[src/rtl/evt_irq_pkg.sv]
package evt_irq_pkg;
  typedef enum logic {
    POL_ACT_LOW  = 1'b0,
    POL_ACT_HIGH = 1'b1
  } irq_pol_e;
endpackage

[src/rtl/evt_flag_bank.sv]
module evt_flag_bank #(
  parameter int N_EVT = 8
) (
  input  logic             clk_i,
  input  logic             rst_ni,
  input  logic [N_EVT-1:0] evt_i,
  input  logic             clr_i,
  output logic [N_EVT-1:0] flag_o
);
  for (genvar i = 0; i < N_EVT; i++) begin : g_flag
    // new event wins over the clearing read
    always_ff @(posedge clk_i or negedge rst_ni) begin
      if (!rst_ni)       flag_o[i] <= 1'b0;
      else if (evt_i[i]) flag_o[i] <= 1'b1;
      else if (clr_i)    flag_o[i] <= 1'b0;
    end
  end
endmodule

[src/rtl/evt_mask_reg.sv]
module evt_mask_reg #(
  parameter int N_EVT = 8
) (
  input  logic             clk_i,
  input  logic             rst_ni,
  input  logic             wr_i,
  input  logic [N_EVT-1:0] wdata_i,
  output logic [N_EVT-1:0] mask_o
);
  always_ff @(posedge clk_i or negedge rst_ni) begin
    if (!rst_ni)   mask_o <= '0;
    else if (wr_i) mask_o <= wdata_i;
  end
endmodule

[src/rtl/evt_pin_drv.sv]
module evt_pin_drv
  import evt_irq_pkg::*;
#(
  parameter int N_EVT = 8
) (
  input  logic             clk_i,
  input  logic             rst_ni,
  input  logic             pol_wr_i,
  input  logic             pol_wdata_i,
  input  logic [N_EVT-1:0] mask_i,
  input  logic [N_EVT-1:0] flag_i,
  output logic             pol_o,
  output logic             irq_o
);
  irq_pol_e pol_q;
  logic     pend;

  always_ff @(posedge clk_i or negedge rst_ni) begin
    if (!rst_ni)       pol_q <= POL_ACT_LOW;
    else if (pol_wr_i) pol_q <= irq_pol_e'(pol_wdata_i);
  end

  assign pend  = |(mask_i & flag_i);
  assign pol_o = pol_q;
  assign irq_o = (pol_q == POL_ACT_HIGH) ? pend : ~pend;
endmodule

[src/rtl/evt_irq_ctrl.sv]
module evt_irq_ctrl #(
  parameter int N_EVT = 8,
  localparam int REG_W = 2 * N_EVT
) (
  input  logic             clk_i,
  input  logic             rst_ni,
  input  logic [N_EVT-1:0] evt_i,
  input  logic             reg_rd_i,
  input  logic             reg_wr_i,
  input  logic [REG_W-1:0] reg_wdata_i,
  output logic [REG_W-1:0] reg_rdata_o,
  input  logic             pol_wr_i,
  input  logic             pol_wdata_i,
  output logic             pol_o,
  output logic             irq_o
);
  logic [N_EVT-1:0] flag;
  logic [N_EVT-1:0] mask;

  evt_flag_bank #(.N_EVT(N_EVT)) u_flags (
    .clk_i  (clk_i),
    .rst_ni (rst_ni),
    .evt_i  (evt_i),
    .clr_i  (reg_rd_i),
    .flag_o (flag)
  );

  evt_mask_reg #(.N_EVT(N_EVT)) u_mask (
    .clk_i   (clk_i),
    .rst_ni  (rst_ni),
    .wr_i    (reg_wr_i),
    .wdata_i (reg_wdata_i[REG_W-1:N_EVT]),
    .mask_o  (mask)
  );

  evt_pin_drv #(.N_EVT(N_EVT)) u_pin (
    .clk_i       (clk_i),
    .rst_ni      (rst_ni),
    .pol_wr_i    (pol_wr_i),
    .pol_wdata_i (pol_wdata_i),
    .mask_i      (mask),
    .flag_i      (flag),
    .pol_o       (pol_o),
    .irq_o       (irq_o)
  );

  assign reg_rdata_o = {mask, flag};
endmodule

[config.mk]
export PLATFORM = sky130hd
export DESIGN_NAME = evt_irq_ctrl
export DESIGN_NICKNAME = d
export VERILOG_FILES = /design/src/rtl/evt_irq_pkg.sv /design/src/rtl/evt_flag_bank.sv /design/src/rtl/evt_mask_reg.sv /design/src/rtl/evt_pin_drv.sv /design/src/rtl/evt_irq_ctrl.sv
export SDC_FILE = /design/constraint.sdc
export NUM_CORES = 1
export LEC_CHECK = 0
export ABC_AREA = 1
export BUFFER_PORTS_ARGS = -buffer_cell sky130_fd_sc_hd__buf_2
export CORE_MARGIN = 2
export CORE_UTILIZATION = 43
export DETAILED_ROUTE_END_ITERATION = 8
export PLACE_DENSITY = 0.82
export SYNTH_ARGS = -nofsm -noshare
export SYNTH_HDL_FRONTEND = slang
export SYNTH_SLANG_ARGS = --single-unit
export TNS_END_PERCENT = 1
[constraint.sdc]
create_clock -name clk_i -period 2.05 [get_ports clk_i]
set_clock_uncertainty 0.1 [all_clocks]
set_input_delay 0.41 -clock clk_i [delete_from_list [all_inputs] [get_ports clk_i]]
set_output_delay 0.41 -clock clk_i [all_outputs]
set_load 0.01 [all_outputs]
==> flow_summary.yaml, run 1 <==
run_status:
  status: "complete, no violations"
timing:
  slew_headroom: 0.7633
  tightest_slew_ns: 0.3550
  rsz0062_at_grt: "no"
  hold_viol: 0
  min_period_ns: 1.796
  fin_hold_ws_ns: 0.2131
  max_freq_mhz: 556.7
  setup_ws_ns: 0.2535
  slew_viol_final: 0
  setup_viol: 0
  tns_ns: 0
  finalCritPeriodShare: 0.8763
route:
  vias: 585
  drt_iter0_drc: 8
  dr.pass1.iters: 4
  drtAntennaViolNets: 0
  wl_per_cell_um: 11.95
  wirelength_um: 1458
  viasPerCell: 4.795
  drc: 0
power_and_ir_drop:
  vdd_ir_drop_max_v: 0.0003756
  p_leak_nw: 0.5658
  finalPower_mw: 0.6956
  powerDensity_nw_per_um2: 718.3
synthesis:
  synth_top_family_by_area: "multiplexers"
  synthMuxAreaShare: 0.1638
  synth_cell_type_count: 10
  synth-simple-area-share: 0.09898
  syn_inst: 64
  ys_seq_area_frac: 0.5802
  synthesis.nets: 94
  synth_xor_area_frac: 0
  synth_compound_gate_area_share: 0.08874
  synthAdderAreaFrac: 0
  ys_ff_latch: 17
  syn_area_per_cell_sq_um: 11.46
  synth_top_area_cell: "dfrtp_1"
  synthDominantCellAreaShare: 0.5802
  synth_area_leaders: "dfrtp_1 (58%), mux2_4 (16%), nand2_1 (8.2%), o21bai_1 (8.2%), inv_1 (4.6%)"
  yosys_warnings: 0
  synth.cell_area_sq_um: 733.2
finish:
  layout.nets: 137
  drive_above_1_share: 0.4717
  nFillCells: 142
  final_area_sq_um: 968.4
  areaGrowthSynthToFinish_pct: 32.08
  final_util: 0.6212
  n_antenna_cell: 0
  finalNonFillerCells: 122
  ff_latch_area_sq_um: 425.4
  multiInputGateArea_sq_um: 257.7
clock_tree:
  numCtsBuffers: 3
  clock-sinks: 17
  h-tree-depth: 1
  post_cts_buffers: 0
  cts_tree: "yes"
  clkLatencyLatePin_ns: 0.28
  cts_root_buffer: "clkbuf_4"
  clk_pin_slew_ns: 0.09
  clk_path_buf_depth: 2
floorplanning:
  initial_core_util: 0.4703
  core-area_sq_um: 1559
  die_w_um: 45.30
  ios: 48
  num_rows: 14
  die_h_um: 45.30
  die_area_sq_um: 2052
grt:
  grt_pass1_vias: 572
  grt_max_degree: 18
  grt_antenna_before_repair: 0
  gr-total-overflow: 0
  grt_usage: 0.1648
  grt_pass1_wl_um: 2325
placement:
  placed_area_sq_um: 932.1
  dp.cells: 117
  dpl.hpwl_um: 1125
  gp_congestion: 0.5908
  dp_slack_ns: 0.5575
  portBuffers: 39
setup_path:
  r2r-start: "u_mask.mask_o[3]"
  crit_arrival_ns: 1.29
  path_class: "flip-flop to primary output"
  worst-path-max-fanout: 3
  required_ns: 1.54
  end_kind: "primary output"
  cp-startpoint: "u_mask.mask_o[1]"
  cp-start-kind: "flip-flop"
worst_hold_path:
  hold_path_class: "input pin to flip-flop"
  min_from: "evt_i[5]"
flow_run:
  maxCapViolCount: 0
metal layers:
metal	GRT usage	wire length (um)	vias up
met2	0.2657	688	33
met3	0.02400	94	4
li1	-	-	285
met5	0	0	-
met4	0.1059	29	0
met1	0.2057	646	263
path summary, 6_finish.rpt:
check	end	slack, ns	cells past startpoint
hold / removal	u_flags.flag_o[5]	0.21	2
setup reg to reg	u_mask.mask_o[3]	1.16	1
min in group asynchronous	u_flags.flag_o[7]	0.46	2
hold reg to reg	u_flags.flag_o[0]	0.44	2
setup / recovery	irq_o	0.25	7
max in group asynchronous	u_mask.mask_o[4]	1.13	2
placed cells by master (no fill, tap or decap):
cell	n
clkbuf_1	1
clkbuf_4	3
dlygate4sd3_1	1
mux2_4	8
nand3_1	1
buf_2	39
nor2_1	2
inv_1	9
nand2_1	16
dfrtp_1	17
o21ai_0	1
o21bai_1	8
logic make-up after synthesis:
| kind of cell | count (synthesis) |
|---|---|
| simple gates | 19 |
| compound gates | 9 |
| buf+inv | 11 |
| flops | 17 |
| mux | 8 |
cell usage after synthesis:
master	n
nand2_1	16
nand3_1	1
o21ai_0	1
o21bai_1	8
dfrtp_1	17
buf_2	1
inv_1	9
mux2_4	8
nor2_1	2
buf_6	1
report_power, final:
| part | internal [mW] | switching, mW | leakage [nW] |
|---|---|---|---|
| sequential | 0.363 | 0.0208 | 0.192 |
| combinational | 0.0740 | 0.0654 | 0.359 |
| clock | 0.0756 | 0.0964 | 0.0150 |
| total | 0.513 | 0.183 | 0.566 |
final cells by class:
class	instances	share of cell area
clock buffer	4	0.02713
inverter	9	0.03488
multi-input combinational	36	0.2661
sequential	17	0.4393
tap	16	0.02067
timing repair buffer	40	0.2119
worst max-delay path, stage by stage, from the launching register on:
cell and delay [ns]:
dfrtp_1 0.41, nand2_1 0.07, nand2_1 0.05, nor2_1 0.14, nand2_1 0.08, nand2_1 0.07
nand2_1 0.05, buf_2 0.13
timing repair:
item / in CTS / in global routing
hold buffers: 1 / 0
endpoints found under the hold margin: 17 / 0
gates resized for setup: 0 / 0
state kept, by name, summed over array words and instances (netlist names):
signal          flops
u_mask.mask_o       8
u_flags.flag_o      8
u_pin.pol_o         1
Note: power is estimated with default switching activity, not from simulation.
==> inputs of run 2 (changes only) <==
--- a/config.mk
+++ b/config.mk
@@ -7,10 +7,11 @@
 export LEC_CHECK = 0
 export ABC_AREA = 1
 export BUFFER_PORTS_ARGS = -buffer_cell sky130_fd_sc_hd__buf_2
+export CORE_ASPECT_RATIO = 0.75
 export CORE_MARGIN = 2
-export CORE_UTILIZATION = 43
+export CORE_UTILIZATION = 40
 export DETAILED_ROUTE_END_ITERATION = 8
-export PLACE_DENSITY = 0.82
+export PLACE_DENSITY = 0.77
 export SYNTH_ARGS = -nofsm -noshare
 export SYNTH_HDL_FRONTEND = slang
 export SYNTH_SLANG_ARGS = --single-unit
==> constraint.sdc (replaced) <==
create_clock -name clk_i -period 1.8 [get_ports clk_i]
set_clock_uncertainty 0.1 [all_clocks]
set_input_delay 0.36 -clock clk_i [delete_from_list [all_inputs] [get_ports clk_i]]
set_output_delay 0.36 -clock clk_i [all_outputs]
set_load 0.01 [all_outputs]
==> flow_summary.yaml, run 2 (synthesized netlist as in run 1, its figures left out) <==
setup_path:
  path_class: "flip-flop to primary output"
  cp_slowest_stage_delay_ns: 0.41
  crit_chain: "nand2_1, nand2_1, nor2_2, nand2_1, nand2_1, nand2_1, buf_2"
  required_ns: 1.34
  cp-start-kind: "flip-flop"
  crit_family: "simple AND/OR/NAND/NOR gates"
  crit_arrival_ns: 1.26
  reg2reg_slack_ns: 0.91
  worst-path-buf-inv: 1
  worst-path-max-fanout: 3
  cpMaxStageDelayCell: "dfrtp_1"
  path_common_cell: "nand2_1"
  end_kind: "primary output"
worst_hold_path:
  hold_path_class: "input pin to flip-flop"
flow_run:
  maxCapViolCount: 0
floorplanning:
  core-area_sq_um: 1724
  num_rows: 13
  ios: 48
  die_w_um: 53.44
  initial_core_util: 0.4253
  die_h_um: 41.08
  die_area_sq_um: 2195
route:
  vias: 571
  wl_per_cell_um: 11.77
  wirelength_um: 1507
  drc: 0
  drtAntennaViolNets: 0
  viasPerCell: 4.461
  dr.pass1.iters: 2
  drt_iter0_drc: 2
finish:
  drive_above_1_share: 0.4906
  layout.nets: 137
  final_common_cell: "buf_2"
  nFillCells: 172
  n_antenna_cell: 0
  areaGrowthSynthToFinish_pct: 33.79
  final_util: 0.5689
  finalNonFillerCells: 128
  final_cell_mix: "buf_2 (39), dfrtp_1 (17), nand2_1 (16)"
clock_tree:
  clkLatencyLatePin_ns: 0.28
  clock-sinks: 17
  post_cts_buffers: 0
  clk_pin_slew_ns: 0.09
  cts_tree: "yes"
  clk_path_buf_depth: 2
  h-tree-depth: 1
  numCtsBuffers: 3
  cts_root_buffer: "clkbuf_4"
timing:
  tightest_slew_ns: 0.3889
  max_freq_mhz: 580.1
  slew_viol_final: 0
  finalCritPeriodShare: 0.9577
  tns_ns: 0
  setup_viol: 0
  hold_viol: 0
  slew_headroom: 0.7407
  min_period_ns: 1.724
  rsz0062_at_grt: "yes"
placement:
  dpl.hpwl_um: 1151
  gp_congestion: 0.5639
  portBuffers: 39
  dp.cells: 123
grt:
  gr-total-overflow: 0
  grt_max_degree: 18
  grt_pass1_vias: 501
  grt_pass1_wl_um: 2249
  grt_antenna_before_repair: 0
  grt_usage: 0.1556
power_and_ir_drop:
  powerDensity_nw_per_um2: 811.1
  vdd_ir_drop_max_v: 0.0006145
  p_leak_nw: 0.5656
run_status:
  status: "complete, no violations"
## run 2: per-stage QoR
step / worst slack (ns) / area, sq um / power (mW) / hold WS [ns]
finish: 0.07606 / 980.9 / 0.7956 / 0.1653
CTS: 0.02217 / 975.9 / 0.8117 / 0.1514
global route: -0.03362 / 980.9 / 0.8584 / 0.1412
floorplan: 0.5135 / 733.2 / 0.5310 / -0.03559
global placement: 0.3892 / 939.7 / 0.6008 / 0.1970
detailed placement: 0.3570 / 939.7 / 0.6063 / 0.2031
## run 2: final timing paths
check	to	depth (start not counted)	from
max in group asynchronous	u_flags.flag_o[1]	2	rst_ni
min reg2reg	u_flags.flag_o[7]	2	u_flags.flag_o[7]
min	u_flags.flag_o[7]	2	evt_i[7]
max	irq_o	7	u_mask.mask_o[4]
max reg2reg	u_mask.mask_o[4]	1	u_mask.mask_o[4]
min in group asynchronous	u_mask.mask_o[7]	2	rst_ni
## run 2: layout make-up
class                           count  area [sq um]  share of cell area
Clock buffer                        4         26.28             0.02679
Inverter                            9         33.78             0.03444
Multi-Input combinational cell     36         262.8              0.2679
Sequential cell                    17         425.4              0.4337
Tap cell                           22         27.53             0.02806
Timing Repair Buffer               40         205.2              0.2092
## run 2: per-layer routing
metal,part of all wire,vias up,global-route usage
li1,-,284,-
met4,0,0,0.01923
met1,0.45,260,0.1914
met5,0,-,0
met3,0.10,0,0.08394
met2,0.45,27,0.2500
## run 2: power by group
part	internal [mW]	total [mW]	leakage, nW	switching [mW]
sequential	0.414	0.439	0.192	0.0248
combinational	0.0852	0.162	0.359	0.0771
clock	0.0860	0.194	0.0150	0.109
## run 2: what timing repair did
action                                  4_1_cts  5_1_grt
resized for setup                             0        2
hold buffers                                  1        0
hold endpoints to repair                     17        0
endpoints found under the setup margin        0        1
